**config.mk**
```make
export PLATFORM = sky130hd
export DESIGN_NAME = exc_tracker
export DESIGN_NICKNAME = d
export VERILOG_FILES = /design/src/rtl/exc_tracker_pkg.sv /design/src/rtl/exc_tracker_prio.sv /design/src/rtl/exc_tracker_pipe.sv /design/src/rtl/exc_tracker_wgate.sv /design/src/rtl/exc_tracker.sv
export SDC_FILE = /design/constraint.sdc
export NUM_CORES = 1
export LEC_CHECK = 0
export BUFFER_PORTS_ARGS = -buffer_cell sky130_fd_sc_hd__buf_2
export CAP_MARGIN = 20
export CORE_MARGIN = 5
export CORE_UTILIZATION = 30
export CTS_CLUSTER_SIZE = 16
export DETAILED_ROUTE_END_ITERATION = 16
export GPL_TIMING_DRIVEN = 1
export PLACE_DENSITY = 0.45
export SYNTH_ARGS = -nofsm -noshare
export SYNTH_HDL_FRONTEND = slang
export SYNTH_SLANG_ARGS = --single-unit
export TNS_END_PERCENT = 5
```
**constraint.sdc**
```tcl
create_clock -name clk -period 2.35 [get_ports clk]
set_input_delay 0.235 -clock clk [delete_from_list [all_inputs] [get_ports clk]]
set_output_delay 0.235 -clock clk [all_outputs]
set_load 0.02 [all_outputs]
```
**src/rtl/exc_tracker_pkg.sv**
```systemverilog
package exc_tracker_pkg;

    // One flag per (stage, cause); bit index is also the reporting priority
    localparam int VEC_W      = 8;
    localparam int B_IF_PF    = 0;
    localparam int B_IF_MIS   = 1;
    localparam int B_IF_PROT  = 2;
    localparam int B_ID_ILL   = 3;
    localparam int B_EX_ARITH = 4;
    localparam int B_MEM_PF   = 5;
    localparam int B_MEM_MIS  = 6;
    localparam int B_MEM_PROT = 7;

    // Registered slots behind fetch: decode, execute, memory, writeback
    localparam int NSLOT = 4;
    localparam int S_ID  = 0;
    localparam int S_EX  = 1;
    localparam int S_MEM = 2;
    localparam int S_WB  = 3;

    typedef logic [VEC_W-1:0] exc_vec_t;
    typedef logic [2:0]       cause_t;

    localparam cause_t C_NONE  = 3'd0;
    localparam cause_t C_IPF   = 3'd1;
    localparam cause_t C_ILL   = 3'd2;
    localparam cause_t C_ARITH = 3'd3;
    localparam cause_t C_DPF   = 3'd4;
    localparam cause_t C_MIS   = 3'd5;
    localparam cause_t C_PROT  = 3'd6;
    localparam cause_t C_IRQ   = 3'd7;

    function automatic cause_t flag_to_cause(input int b);
        case (b)
            B_IF_PF:    return C_IPF;
            B_IF_MIS:   return C_MIS;
            B_IF_PROT:  return C_PROT;
            B_ID_ILL:   return C_ILL;
            B_EX_ARITH: return C_ARITH;
            B_MEM_PF:   return C_DPF;
            B_MEM_MIS:  return C_MIS;
            B_MEM_PROT: return C_PROT;
            default:    return C_NONE;
        endcase
    endfunction

endpackage

```
**src/rtl/exc_tracker_prio.sv**
```systemverilog
module exc_tracker_prio
    import exc_tracker_pkg::*;
(
    input  exc_vec_t vec_i,
    output cause_t   cause_o
);

    // Scan from the latest flag down so the earliest-stage flag is left last
    always_comb begin
        cause_o = C_NONE;
        for (int b = VEC_W - 1; b >= 0; b--) begin
            if (vec_i[b]) begin
                cause_o = flag_to_cause(b);
            end
        end
    end

endmodule

```
**src/rtl/exc_tracker_pipe.sv**
```systemverilog
module exc_tracker_pipe
    import exc_tracker_pkg::*;
#(
    parameter int PC_W = 32
) (
    input  logic                            clk,
    input  logic                            rst_n,
    input  logic                            in_vld_i,
    input  logic [PC_W-1:0]                 in_pc_i,
    input  exc_vec_t                        in_raise_i,
    input  exc_vec_t [NSLOT-1:0]            raise_i,
    input  logic                            flush_i,
    output logic [NSLOT-1:0]                vld_o,
    output logic [NSLOT-1:0][PC_W-1:0]      pc_o,
    output exc_vec_t [NSLOT-1:0]            vec_o
);

    typedef struct packed {
        logic [NSLOT-1:0]           vld;
        exc_vec_t [NSLOT-1:0]       vec;
        logic [NSLOT-1:0][PC_W-1:0] pc;
    } pipe_t;

    pipe_t st_d, st_q;

    // Per-slot view: stored flags merged with what the stage reports now
    genvar g;
    generate
        for (g = 0; g < NSLOT; g++) begin : g_slot
            assign vld_o[g] = st_q.vld[g];
            assign pc_o[g]  = st_q.pc[g];
            assign vec_o[g] = st_q.vld[g] ? (st_q.vec[g] | raise_i[g]) : '0;
        end
    endgenerate

    always_comb begin
        st_d = st_q;
        if (flush_i) begin
            st_d.vld = '0;
            st_d.vec = '0;
        end else begin
            st_d.vld[0] = in_vld_i;
            st_d.vec[0] = in_vld_i ? in_raise_i : '0;
            st_d.pc[0]  = in_pc_i;
            for (int k = 1; k < NSLOT; k++) begin
                st_d.vld[k] = st_q.vld[k-1];
                st_d.vec[k] = vec_o[k-1];
                st_d.pc[k]  = st_q.pc[k-1];
            end
        end
    end

    always_ff @(posedge clk) begin
        if (!rst_n) begin
            st_q <= '0;
        end else begin
            st_q <= st_d;
        end
    end

endmodule

```
**src/rtl/exc_tracker_wgate.sv**
```systemverilog
module exc_tracker_wgate
    import exc_tracker_pkg::*;
(
    input  logic     mem_vld_i,
    input  exc_vec_t mem_vec_i,
    input  logic     mem_req_i,
    input  logic     wb_vld_i,
    input  exc_vec_t wb_vec_i,
    input  logic     rf_req_i,
    input  logic     trap_i,
    output logic     mem_we_o,
    output logic     rf_we_o
);

    always_comb begin
        mem_we_o = mem_req_i && mem_vld_i && (mem_vec_i == '0) && !trap_i;
        rf_we_o  = rf_req_i && wb_vld_i && (wb_vec_i == '0);
    end

endmodule

```
**src/rtl/exc_tracker.sv**
```systemverilog
module exc_tracker
    import exc_tracker_pkg::*;
#(
    parameter int              PC_W        = 32,
    parameter logic [PC_W-1:0] HANDLER_VEC = 32'h0000_0180,
    parameter int              INSTR_BYTES = 4
) (
    input  logic            clk,
    input  logic            rst_n,
    input  logic            if_valid_i,
    input  logic [PC_W-1:0] if_pc_i,
    input  logic [2:0]      if_cause_i,
    input  logic            id_illegal_i,
    input  logic            ex_arith_i,
    input  logic [2:0]      mem_cause_i,
    input  logic            mem_we_req_i,
    input  logic            rf_we_req_i,
    input  logic            irq_i,
    output logic            trap_o,
    output logic [2:0]      trap_cause_o,
    output logic [PC_W-1:0] trap_pc_o,
    output logic [PC_W-1:0] next_pc_o,
    output logic            mem_we_o,
    output logic            rf_we_o
);

    localparam logic [PC_W-1:0] PC_STEP = PC_W'(INSTR_BYTES);

    exc_vec_t                   if_raise;
    exc_vec_t [NSLOT-1:0]       stage_raise;
    logic [NSLOT-1:0]           slot_vld;
    logic [NSLOT-1:0][PC_W-1:0] slot_pc;
    exc_vec_t [NSLOT-1:0]       slot_vec;
    cause_t                     wb_cause;
    logic                       take_exc;
    logic                       take_irq;
    logic                       trap;

    // Place each stage's causes at its own flag positions
    always_comb begin
        if_raise                          = '0;
        if_raise[B_IF_PROT:B_IF_PF]       = if_cause_i;
        stage_raise                       = '0;
        stage_raise[S_ID][B_ID_ILL]       = id_illegal_i;
        stage_raise[S_EX][B_EX_ARITH]     = ex_arith_i;
        stage_raise[S_MEM][B_MEM_PROT:B_MEM_PF] = mem_cause_i;
    end

    exc_tracker_pipe #(
        .PC_W (PC_W)
    ) pipe_i (
        .clk        (clk),
        .rst_n      (rst_n),
        .in_vld_i   (if_valid_i),
        .in_pc_i    (if_pc_i),
        .in_raise_i (if_raise),
        .raise_i    (stage_raise),
        .flush_i    (trap),
        .vld_o      (slot_vld),
        .pc_o       (slot_pc),
        .vec_o      (slot_vec)
    );

    exc_tracker_prio prio_i (
        .vec_i   (slot_vec[S_WB]),
        .cause_o (wb_cause)
    );

    // Decision in writeback: a flagged instruction outranks an interrupt
    always_comb begin
        take_exc = slot_vld[S_WB] && (slot_vec[S_WB] != '0);
        take_irq = slot_vld[S_WB] && irq_i && !take_exc;
        trap     = take_exc || take_irq;

        trap_o       = trap;
        trap_cause_o = C_NONE;
        trap_pc_o    = '0;
        next_pc_o    = '0;
        if (take_exc) begin
            trap_cause_o = wb_cause;
            trap_pc_o    = slot_pc[S_WB];
        end else if (take_irq) begin
            trap_cause_o = C_IRQ;
            trap_pc_o    = slot_pc[S_WB] + PC_STEP;
        end
        if (trap) begin
            next_pc_o = HANDLER_VEC;
        end
    end

    exc_tracker_wgate wgate_i (
        .mem_vld_i (slot_vld[S_MEM]),
        .mem_vec_i (slot_vec[S_MEM]),
        .mem_req_i (mem_we_req_i),
        .wb_vld_i  (slot_vld[S_WB]),
        .wb_vec_i  (slot_vec[S_WB]),
        .rf_req_i  (rf_we_req_i),
        .trap_i    (trap),
        .mem_we_o  (mem_we_o),
        .rf_we_o   (rf_we_o)
    );

endmodule

```
Yosys cells after proc, flatten, opt, wreduce, memory -nomap -nowiden --
Index checks and enable logic that the tools add are counted.
Storage, ports and cells: register bits after elaboration 164, input bits 46, output and inout port bits 70, logic and storage cells 51
Cells by class: $add $sub $neg 1, multiplexer cells 15, bitwise operators 7, reductions and logical operators 18
Operator list (number):
- $mux W32 | 2
- $add A32 B3 Y32 const B | 1
- $mux W3 | 10
- $logic_not A8 Y1 | 2
- $mux W8 | 2
- $mux W9 | 1
- $reduce_or A3 Y1 | 3
- $logic_and A1 B1 Y1 | 8
- $or A8 B4 Y8 | 1
- $or A8 B5 Y8 | 1
- $or A8 B8 Y8 | 1
- $reduce_bool A8 Y1 | 1
- $not A1 Y1 | 4
- $logic_not A1 Y1 | 2
- $reduce_or A2 Y1 | 1
- $logic_or A1 B1 Y1 | 1

Longest topological paths before layout --
Gate-level depths: netlist of run 1.
depth after elaboration 10, depth in mapped cells 8, gate-level depth less buffers 5

Modules after synthesis --
Synthesis of run 1 repeated with hierarchy kept, for this count alone.
Second synthesis, totals: cells, all modules 898, area, all modules 8491.9 um^2
Modules (own cells, without submodules):
- exc_tracker_pipe | times used 1, cells each 681, area each 7105.6 um^2, sequential area each 3283.1 um^2
- exc_tracker | times used 1, cells each 199, area each 1266.2 um^2, sequential area each 0.0 um^2
- exc_tracker_wgate | times used 1, cells each 7, area each 62.6 um^2, sequential area each 0.0 um^2
- exc_tracker_prio | times used 1, cells each 11, area each 57.6 um^2, sequential area each 0.0 um^2

Worst setup path before layout of run 1 --
Ideal clock, no wire load.
path type reg2out, start point register pipe_i.st_q[157] (netlist bit), end point output trap_pc_o[12], data arrival time 2.277 ns, data required time 2.115 ns, path slack -0.162 ns, stages on the path, launching flop included 6, buffers on the path 2, cells stage by stage dfxtp_1 > or3_1 > buf_2 > or4_1 > clkbuf_1 > o41ai_1
On the way: cells in the longest elaborated chain, start to end 7
Ends and longest elaborated chain:
- start: declaration | line exc_tracker_pipe.sv:24 | pipe_t st_d, st_q;
- start signal: assignment | line exc_tracker_pipe.sv:57 | st_q <= st_d;
- $mux W8 (*) | line exc_tracker_pipe.sv:32 | assign vec_o[g] = st_q.vld[g] ? (st_q.vec[g] | raise_i[g]) : '0;
- $reduce_bool A8 Y1 (*) | line exc_tracker.sv:71 | take_exc = slot_vld[S_WB] && (slot_vec[S_WB] != '0);
- $logic_and A1 B1 Y1 (*) | line exc_tracker.sv:71
- $logic_not A1 Y1 | line exc_tracker.sv:72 | take_irq = slot_vld[S_WB] && irq_i && !take_exc;
- $logic_and A1 B1 Y1 | line exc_tracker.sv:72
- $mux W32 | line exc_tracker.sv:82 | end else if (take_irq) begin
- $mux W32 (*) | line exc_tracker.sv:79 | if (take_exc) begin
- end: declaration | line exc_tracker.sv:21 | output logic [PC_W-1:0] trap_pc_o,
Every way passes the cells marked *; elsewhere a longest branch is shown, timed or not.

Worst setup path after layout of run 1 --
start point register pipe_i.st_q[154] (netlist bit), end point output trap_pc_o[16]
The elaborated chain is that of the path after synthesis.

==> results of run 1 <==
layout by cell type (no fill, tap or decap), types with 3 or more instances in the layout:
cell type / n
nand4_1: 11
o31ai_1: 9
clkinv_4: 5
dfxtp_1: 150
o21ai_0: 4
buf_2: 65
and2_1: 25
a21oi_2: 7
buf_4: 46
a21boi_0: 120
nand2b_1: 14
buf_6: 10
and4_1: 5
o21ai_1: 4
or4_1: 5
clkbuf_16: 18
or4_4: 6
buf_12: 5
conb_1: 30
a21oi_1: 5
dlygate4sd3_1: 3
o21ai_2: 4
nor2_1: 7
and3_1: 5
a21boi_1: 6
bufinv_16: 5
nand2_1: 269
nand3_1: 8
nor4_1: 4
mux2i_1: 12
nor3_1: 6
kinds of logic (layout without fill, tap and decap cells):
family	count (synthesis)	in the layout	share of synthesized area (%)
mux	13	13	1.949
compound gates	172	172	18.84
buf+inv	95	165	7.554
simple gates	382	382	25.83
flops	152	152	45.59
other cells	1	30	0.05618
fa+ha+maj	1	1	0.1874
critical path: stages, from the launching register on:
cell and delay, ns:
dfxtp_2 0.33, or3_4 0.38, o31a_1 0.33, buf_12 0.17
or4b_4 0.52, a21oi_2 0.17, buf_6 0.13
cell type report:
cell class                 count  area [µm²]
fill                        2347       13510
multi-input combinational    598        3371
sequential                   152        3045
timing repair buffer         130       938.4
clock buffer                  18       439.2
tap                          280       350.3
clock inverter                14       222.7
inverter                       3       13.76
state kept, by name (all words and copies together), names as in the netlist:
register,count
pipe_i.vld_o,4
pipe_i.pc_o,128
pipe_i.st_q,20
per-stage QoR:
step / hold slack (ns) / setup slack [ns] / power [µW] / utilization (%) / instances
floorplan: 0.3567 / -0.1139 / 2979 / - / 845
global placement: 0.4154 / -0.01097 / 3045 / 33.98 / 1158
detailed placement: 0.4120 / -0.04538 / 3046 / 33.98 / 1158
CTS: 0.006362 / -0.3769 / 6093 / 37.67 / 1193
global route: 0.006162 / -0.4323 / 6266 / 38.28 / 1195
finish: 0.02540 / -0.3349 / 6018 / 38.28 / 1195
repair_timing:
item	in CTS	in global routing
setup endpoints to repair	36	103
hold buffers	3	0
cloned	0	1
hold endpoints to repair	3	0
setup buffers	0	1
resized for setup	35	33
pin swaps	5	6
path summary, 6_finish.rpt:
kind / start / end / slack [ns] / cells after the start
hold reg to reg: pipe_i.st_q[139]$_SDFF_PP0_ / pipe_i.st_q[147]$_SDFF_PP0_ / 0.43 / 1
setup reg to reg: pipe_i.st_q[157]$_SDFF_PP0_ / pipe_i.pc_o[86]$_SDFFE_PN0N_ / 0.15 / 7
setup / recovery: pipe_i.st_q[154]$_SDFF_PP0_ / trap_pc_o[16] / -0.33 / 6
hold / removal: if_cause_i[1] / pipe_i.st_q[129]$_SDFF_PP0_ / 0.03 / 2
routing by layer:
| layer | part of all wire [%] | up-vias | global-route usage, % |
|---|---|---|---|
| li1 | - | 2857 | - |
| met1 | 54 | 2428 | 19.63 |
| met2 | 40 | 127 | 17.56 |
| met3 | 5.2 | 14 | 3.909 |
| met4 | 0.83 | 2 | 3.839 |
| met5 | 0.065 | - | 0 |
power groups by stage:
| stage | Clock, µW | Combinational [µW] | Sequential (µW) |
|---|---|---|---|
| after global placement | 0 | 281 | 2760 |
| after detailed placement | 0 | 280 | 2770 |
| after global routing | 3220 | 324 | 2720 |
| after CTS | 3100 | 289 | 2710 |
| final | 3020 | 287 | 2710 |
| after floorplan | 0 | 224 | 2750 |
==> summary.txt, run 1 <==
Routing
  – Router iterations before antenna repair: 5
  – Drt wl/cell: 14.13 µm
  – DR vias/cell: 4.542
  – Initial drt markers: 296
  – Drt total wl: 16.88 mm
  – Detail Route Antenna Nets: 0
  – Residual DRC: 0
  – Total number of vias: 5428

STA
  – RSZ-0062 raised after global routing: yes
  – Fmax: 372.4 MHz
  – Final period util: 114.3%
  – Worst-margin pin slew: 0.5006 ns
  – Pins Over Slew Limit: 0
  – Slew headroom: 66.62%
  – Skew final: 0.007288 ns
  – Final Hold Fails: 0
  – Clock period minus worst slack: 2.685 ns
  – Setup TNS: -8.531 ns
  – Final setup viols: 35
  – Final Worst Setup Slack: -0.3349 ns

Die
  – Die height: 159.2 µm
  – Ports: 116
  – Core area: 21890 µm²
  – Die width: 159.2 µm
  – Die area: 25330 µm²
  – Std-Cell Rows: 54
  – Starting Density: 30.49%

Run status
  – Status: complete, but fails checks
  – Violated checks: negative setup slack

Clock network
  – CTS max path bufs: 2
  – Worst skew pair latency: 0.42 ns
  – CTS tree: built
  – Sink Count: 152
  – Num CTS Buffers: 17
  – Htree depth: 4
  – Clk slew on worst S/H paths: 0.06 ns
  – Clk Tree Root Cell: clkbuf_16

Placement
  – Post-DP HPWL: 11.12 mm
  – Buffers added on ports: 85
  – DP Area: 7440 µm²
  – Routability cong.: 0.7752

Synth
  – Sequential share of the synthesized area: 45.59%
  – Main flop type after synthesis: dfxtp_1
  – Async S/R FF share, synth: 0%
  – Number of synthesized flops with an enable pin: 0
  – Synthesized netlist cell count: 816
  – Synthesized area per cell: 8.180 µm²
  – Post-synth top area share: 45.59%
  – Synth Cell Area: 6675 µm²
  – Yosys reg bits: 152
  – Synth area leader: dfxtp_1
  – Syn. warnings: 0
  – Most instantiated cells after synthesis: nand2_1, dfxtp_1, a21boi_0, clkbuf_1, buf_4
  – Most frequent cell after synthesis: nand2_1
  – Netlist cell types: 44
  – Synth area leaders: dfxtp_1, nand2_1, a21boi_0

Job
  – Max_cap viols: 0

Final layout
  – Area delta synth->final: 25.55%
  – Number of diodes: 0
  – Share of cells above drive strength 1: 20.87%
  – Final net count: 949
  – Final Cell Area: 8381 µm²

Worst setup path
  – Worst setup SP type: flop
  – Worst Path Required: 2.12 ns
  – WP data arrival: 2.45 ns
  – CP max FO: 21
  – CP Class: flop to primary output
  – CP Capture Type: primary output

Pwr
  – Int Power: 4706 µW
  – P_leak: 0.003229 µW
  – Flop pwr share: 45.0%
  – Peak VDD IR: 413.0 µV
  – Clock power share: 50.2%
  – Logic pwr share: 4.8%
  – Sw power: 1311 µW
  – PwrDens: 718.0 nW/µm²
  – Switching Share: 21.79%

Global routing
  – Number of global-route vias before repair: 5137
  – Global-route usage over all layers: 12.99%
  – Congestion Overflow GR: 0
  – Wire length of the first global-routing pass: 27.25 mm
  – Largest net degree at the start of global routing: 132
  – Initial antenna violation count: 1

Worst hold path
  – Class of the worst hold path: input port to flop
(Power assumes the default switching activity.)
==> run 2, diff against run 1 <==
--- a/config.mk
+++ b/config.mk
@@ -12,8 +12,9 @@
 export CTS_CLUSTER_SIZE = 16
 export DETAILED_ROUTE_END_ITERATION = 16
 export GPL_TIMING_DRIVEN = 1
-export PLACE_DENSITY = 0.45
+export PLACE_DENSITY = 0.44
 export SYNTH_ARGS = -nofsm -noshare
 export SYNTH_HDL_FRONTEND = slang
+export SYNTH_HIERARCHICAL = 1
 export SYNTH_SLANG_ARGS = --single-unit
 export TNS_END_PERCENT = 5
==> run 2 against run 1 <==
The run still ends with negative setup slack left. Largest power group is now registers. Count of clock-buffer cells in the layout decreased by 1. Utilization decreased by 0.30 points. Sequential cell count increased by 12. Sequential share of layout area decreased by 2.0 points. Global-route usage decreased by 1.1 points. Highest routed layer unchanged. Combinational power increased by 37%. Worst setup slack got worse by 0.082 ns. Wire length increased by 1.3%. Final area increased by 14%. Die area increased by 14%. Critical path depth increased by 2.
==> summary.txt, run 2 <==
Run status
  – Status: complete, but fails checks
  – Violated checks: negative setup slack

Global routing
  – Number of global-route vias before repair: 5176 (+0.76%)
  – Wire length of the first global-routing pass: 27.52 mm (+1.0%)
  – Congestion Overflow GR: 0 (unchanged)
  – Global-route usage over all layers: 11.87% (-1.1 points)
  – Initial antenna violation count: 1 (unchanged)
  – Largest net degree at the start of global routing: 60 (-55%)

Pwr
  – PwrDens: 625.0 nW/µm² (-13%)
  – Logic pwr share: 6.6% (+1.8 points)
  – Clock power share: 44.5% (-5.7 points)
  – Flop pwr share: 49.0% (+4.0 points)
  – P_leak: 0.003558 µW (+10%)
  – Peak VDD IR: 428.7 µV (+3.8%)
  – Sw power: 1515 µW (+16%)
  – Switching Share: 25.34% (+3.6 points)
  – Int Power: 4463 µW (-5.2%)

Final layout
  – Number of diodes: 0 (unchanged)
  – Multi-input combinational cell area: 3960 µm² (+17%)
  – Max FFs per register: 128 (unchanged)
  – Reg area: 3288 µm² (+8.0%)
  – Most frequent cells in the layout: dfxtp_1, nor2b_1, mux2i_1
  – Final net count: 963 (+1.5%)
  – Most common cell after layout, fill and taps aside: dfxtp_1
  – Filler cell count: 2555 (+8.9%)
  – Core Util, Final: 37.98% (-0.30 points)
  – Share of cells above drive strength 1: 25.51% (+4.6 points)
  – Area delta synth->final: 24.92%

STA
  – Final period util: 117.7% (+3.5 points)
  – Final Hold Fails: 0 (unchanged)
  – Clock period minus worst slack: 2.767 ns (+0.08187 ns)
  – Final Worst Setup Slack: -0.4168 ns (-0.08187 ns)
  – Setup TNS: -12.12 ns (-3.590 ns)
  – RSZ-0062 raised after global routing: yes
  – Fmax: 361.4 MHz (-3.0%)
  – Worst-margin pin slew: 0.5144 ns (+0.01379 ns)
  – Pins Over Slew Limit: 0 (unchanged)
  – Skew final: 0.007192 ns (-0.00009559 ns)
  – Final setup viols: 40 (+14%)
  – Slew headroom: 65.70% (-0.92 points)

Routing
  – Drt wl/cell: 13.58 µm (-3.9%)
  – Router iterations before antenna repair: 4 (-1)
  – Initial drt markers: 232 (-22%)
  – Detail Route Antenna Nets: 0 (unchanged)
  – Total number of vias: 5445 (+0.31%)
  – DR vias/cell: 4.325 (-4.8%)
  – Drt total wl: 17.09 mm (+1.3%)
  – Residual DRC: 0 (unchanged)

Worst setup path
  – Worst setup SP type: flop
  – CP Class: flop to primary output
  – Worst Path Required: 2.12 ns (about the same)
  – CP max FO: 13 (-38%)
  – R2R setup slack: 0 ns (-0.15 ns)
  – CP Capture Type: primary output
  – WP data arrival: 2.53 ns (+0.08 ns)

Clock network
  – Clk slew on worst S/H paths: 0.07 ns (about the same)
  – Sink Count: 164 (+7.9%)
  – Clk Tree Root Cell: clkbuf_16
  – Htree depth: 4 (unchanged)
  – Num CTS Buffers: 17 (unchanged)
  – CTS tree: built
  – CTS max path bufs: 2 (unchanged)
  – Worst skew pair latency: 0.42 ns (about the same)

Die
  – Die area: 28820 µm² (+14%)
  – Starting Density: 30.40% (-0.089 points)
  – Core area: 25180 µm² (+15%)
  – Std-Cell Rows: 58 (+7.4%)
  – Ports: 116 (unchanged)
  – Die height: 169.8 µm (+6.7%)
  – Die width: 169.8 µm (+6.7%)

Synth
  – Synth Cell Area: 7656 µm² (+15%)
  – Synthesized netlist cell count: 784 (-3.9%)
  – Synthesized area per cell: 9.765 µm² (+19%)
  – Syn. warnings: 6 (+6)

Job
  – Max_cap viols: 0 (unchanged)

Placement
  – Buffers added on ports: 85 (unchanged)
  – Post-place setup slack: -0.2143 ns (-0.1689 ns)
  – Routability cong.: 0.7525 (-2.9%)
  – Post-DP HPWL: 11.76 mm (+5.7%)

Worst hold path
  – Class of the worst hold path: input port to flop
run 2: per-stage QoR:
stage	power [µW]	cells	cell area (µm²)	hold WS [ns]
floorplan	3297	845	7933	0.3567
global placement	3364	1213	8569	0.4319
detailed placement	3368	1213	8569	0.4354
CTS	6084	1256	9464	0.008201
global route	6249	1259	9564	0.02098
finish	5978	1259	9564	0.03200
run 2: power groups by stage:
stage | logic, µW | registers, µW | clock network (µW)
3_5_place_dp | 376 | 2990 | 0
5_1_grt | 440 | 2940 | 2870
4_1_cts | 391 | 2930 | 2760
2_1_floorplan | 326 | 2970 | 0
6_report | 393 | 2930 | 2660
3_3_place_gp | 372 | 2990 | 0
run 2: path summary, 6_finish.rpt:
check                              startpoint                            to  cells past startpoint
hold / removal                   id_illegal_i   pipe_i/st_q[139]$_SDFF_PP0_                      3
setup reg to reg   pipe_i/vld_o[3]$_SDFF_PP0_  pipe_i/pc_o[77]$_SDFFE_PN0N_                      9
setup / recovery   pipe_i/vld_o[3]$_SDFF_PP0_                 trap_pc_o[29]                      8
hold reg to reg   pipe_i/st_q[142]$_SDFF_PP0_   pipe_i/st_q[150]$_SDFF_PP0_                      2
run 2: what timing repair did:
item	CTS	global route
hold endpoints to repair	3	0
endpoints found under the setup margin	179	151
resized for setup	59	22
gates cloned	2	0
pin swaps	12	3
setup buffers	6	3
hold buffers	3	0
run 2: final cells by class:
| cell class | instances | share of cell area (%) |
|---|---|---|
| Multi-Input combinational cell | 562 | 41.41 |
| Sequential cell | 164 | 34.38 |
| Timing Repair Buffer | 162 | 13.54 |
| Clock buffer | 17 | 4.448 |
| Tap cell | 330 | 4.317 |
| Clock inverter | 15 | 1.478 |
| Inverter | 9 | 0.4317 |
run 2: per-layer routing:
layer | track usage [%] | vias to the layer above | wire [µm]
met5 | 0 | - | 11
met4 | 4.130 | 2 | 217
met3 | 2.539 | 17 | 830
met2 | 17.92 | 124 | 7439
met1 | 16.77 | 2464 | 8594
li1 | - | 2838 | -
run 2: worst max-delay path: stages, from the launching register on:
cell	delay (ns)
dfxtp_4	0.39
o21a_4	0.14
or4_4	0.56
o31ai_4	0.30
buf_6	0.17
buf_12	0.15
nor2_1	0.05
a21o_1	0.19
buf_2	0.16
==> run 3, diff against run 2 <==
--- a/config.mk
+++ b/config.mk
@@ -8,11 +8,11 @@
 export BUFFER_PORTS_ARGS = -buffer_cell sky130_fd_sc_hd__buf_2
 export CAP_MARGIN = 20
 export CORE_MARGIN = 5
-export CORE_UTILIZATION = 30
+export CORE_UTILIZATION = 56
 export CTS_CLUSTER_SIZE = 16
 export DETAILED_ROUTE_END_ITERATION = 16
 export GPL_TIMING_DRIVEN = 1
-export PLACE_DENSITY = 0.44
+export PLACE_DENSITY = 0.75
 export SYNTH_ARGS = -nofsm -noshare
 export SYNTH_HDL_FRONTEND = slang
 export SYNTH_HIERARCHICAL = 1
==> run 3 against run 2 <==
The flow still finishes with violations (negative setup slack). Via count rose by 0.11%. Final area is 4.4% lower. Sequential power is essentially flat. First-iteration DRC count is 23% higher. Count of clock-buffer cells in the layout unchanged. Clock skew is 0.0018 ns higher. Non-clock buffer count decreased by 29. Final cell count shrank 15%. Largest power group is now the clock network.
==> summary.txt, run 3 (synthesized netlist as in run 2, its figures left out) <==
Run status
  – Status: complete, but fails checks
  – Violated checks: negative setup slack

Routing
  – DR vias/cell: 5.066 (+17%)
  – Total number of vias: 5451 (+0.11%)
  – Router iterations before antenna repair: 4 (unchanged)
  – Detail Route Antenna Nets: 0 (unchanged)
  – Drt total wl: 15.23 mm (-11%)
  – Residual DRC: 0 (unchanged)
  – Initial drt markers: 286 (+23%)
  – Drt wl/cell: 14.15 µm (+4.2%)

Worst setup path
  – Buffers and inverters on the worst path: 2 (-1)
  – CP Class: flop to primary output
  – WP data arrival: 2.51 ns (-0.02 ns)
  – Crit path max-delay family: compound AO/OA/AOI/OAI gates
  – CP max-delay cell: or4_4
  – CP max FO: 9 (-4)
  – Critical-path cell list: o21a_4 -> or4_4 -> o31ai_4 -> buf_6 -> nor2_1 -> a21o_1 -> buf_2
  – CP max stage delay: 0.56 ns (about the same)
  – Worst Path Required: 2.12 ns (about the same)
  – Worst setup SP type: flop
  – CP Capture Type: primary output

Placement
  – Post-DP HPWL: 10.39 mm (-12%)
  – DP Area: 8124 µm² (-5.2%)
  – Placed Cells: 1034 (-15%)
  – Routability cong.: 0.8538 (+13%)
  – Post-place setup slack: -0.08990 ns (+0.1244 ns)
  – Buffers added on ports: 85 (unchanged)

Clock network
  – Worst skew pair latency: 0.42 ns (about the same)
  – Htree depth: 4 (unchanged)
  – Num CTS Buffers: 17 (unchanged)
  – CTS max path bufs: 2 (unchanged)
  – CTS tree: built
  – Clk slew on worst S/H paths: 0.07 ns (about the same)
  – Clk Tree Root Cell: clkbuf_16
  – Sink Count: 164 (unchanged)

Final layout
  – Share of cells above drive strength 1: 23.33% (-2.2 points)
  – Reg area: 3287 µm² (about the same)
  – Filler cell count: 1007 (-61%)
  – Number of diodes: 0 (unchanged)
  – Most frequent cells in the layout: dfxtp_1, nor2b_1, mux2i_1
  – Most common cell after layout, fill and taps aside: dfxtp_1
  – Final Cell Area: 9145 µm² (-4.4%)
  – Area delta synth->final: 19.45%
  – Multi-input combinational cell area: 3974 µm² (+0.35%)
  – Final net count: 934 (-3.0%)
  – Max FFs per register: 128 (unchanged)
  – Non-Filler Instances: 1076 (-15%)

Die
  – Std-Cell Rows: 42 (-28%)
  – Ports: 116 (unchanged)
  – Die height: 126.9 µm (-25%)
  – Die area: 16110 µm² (-44%)
  – Core area: 13350 µm² (-47%)
  – Die width: 126.9 µm (-25%)
  – Starting Density: 57.36% (+27 points)

STA
  – Final setup viols: 65 (+63%)
  – Final Hold Fails: 0 (unchanged)
  – Fmax: 364.5 MHz (+0.86%)
  – Pins Over Slew Limit: 0 (unchanged)
  – RSZ-0062 raised after global routing: yes
  – Fin Hold WS: 0.02615 ns (-0.005853 ns)
  – Skew final: 0.008973 ns (+0.001780 ns)
  – Final Worst Setup Slack: -0.3932 ns (+0.02362 ns)
  – Final period util: 116.7% (-1.0 points)
  – Clock period minus worst slack: 2.743 ns (-0.02362 ns)

Global routing
  – Initial antenna violation count: 0 (-1)
  – Number of global-route vias before repair: 5340 (+3.2%)
  – Congestion Overflow GR: 0 (unchanged)
  – Largest net degree at the start of global routing: 69 (+15%)
  – Wire length of the first global-routing pass: 24.66 mm (-10%)
  – Global-route usage over all layers: 18.69% (+6.8 points)

Pwr
  – Logic pwr share: 5.7% (-0.9 points)
  – Power, Total: 6386 µW (+6.8%)
  – P_leak: 0.003421 µW (-3.9%)
  – PwrDens: 698.3 nW/µm² (+12%)
  – Switching Share: 22.28% (-3.1 points)
  – Peak VDD IR: 411.6 µV (-4.0%)
  – Clock power share: 48.3% (+3.8 points)
  – Int Power: 4964 µW (+11%)
  – Flop pwr share: 45.9% (-3.1 points)
  – Sw power: 1423 µW (-6.1%)

Worst hold path
  – Class of the worst hold path: input port to flop

Job
  – Max_cap viols: 0 (unchanged)
[run 3: cell types whose count changed in the layout (fill, tap and decap cells not counted), sizes merged]
cell and delta:
buf -26, bufbuf -2, bufinv +5, clkinvlp -4
dlygate4sd3 -1, inv -1
[run 3: layout make-up]
cell class	count	area share (%)
inverters	9	0.4241
multi-input cells	562	43.45
well taps	176	2.408
clock inverters	15	2.627
clock buffers	17	4.652
repair buffers	133	10.49
flip-flops and latches	164	35.94
[run 3: power by group through the flow]
stage	registers (µW)	logic (µW)	clock network (µW)
2_1_floorplan	2970	326	0
3_3_place_gp	2990	336	0
3_5_place_dp	3000	348	0
4_1_cts	2930	357	3140
5_1_grt	2940	405	3290
6_report	2930	365	3090
[run 3: worst reg2reg max path: stages (launching register included)]
cell	delay, ns
dfxtp_4	0.38
o21a_4	0.14
or4_4	0.56
o31ai_4	0.37
inv_6	0.09
buf_4	0.18
buf_12	0.24
mux2i_2	0.24
nor2b_1	0.15
[run 3: path summary, 6_finish.rpt]
check | slack (ns) | startpoint | cells after the start | endpoint
hold reg to reg | 0.45 | pipe_i/st_q[143]$_SDFF_PP0_ | 2 | pipe_i/st_q[151]$_SDFF_PP0_
setup reg to reg | -0.07 | pipe_i/vld_o[3]$_SDFF_PP0_ | 8 | pipe_i/pc_o[42]$_SDFFE_PN0N_
hold / removal | 0.03 | if_cause_i[1] | 2 | pipe_i/st_q[129]$_SDFF_PP0_
setup / recovery | -0.39 | pipe_i/vld_o[3]$_SDFF_PP0_ | 7 | trap_pc_o[29]
[run 3: metal layers]
layer	global-route usage (%)	wire length [µm]	vias to the layer above
met5	0	0	-
met4	6.814	184	0
met3	4.960	921	20
met2	30.48	7221	159
met1	23.87	6899	2489
li1	-	-	2783
[run 3: repair_timing]
action,4_1_cts,5_1_grt
setup buffers,6,2
hold buffers,1,1
endpoints found under the setup margin,47,139
hold endpoints to repair,1,1
resized for setup,45,33
pin swaps,5,7
[run 3: per-stage QoR]
step | utilization (%) | TNS [ns]
finish | 68.51 | -11.69
global route | 68.51 | -21.72
CTS | 67.35 | -12.04
detailed placement | 60.86 | -1.484
global placement | 60.86 | -0.2980
floorplan | - | -7.414
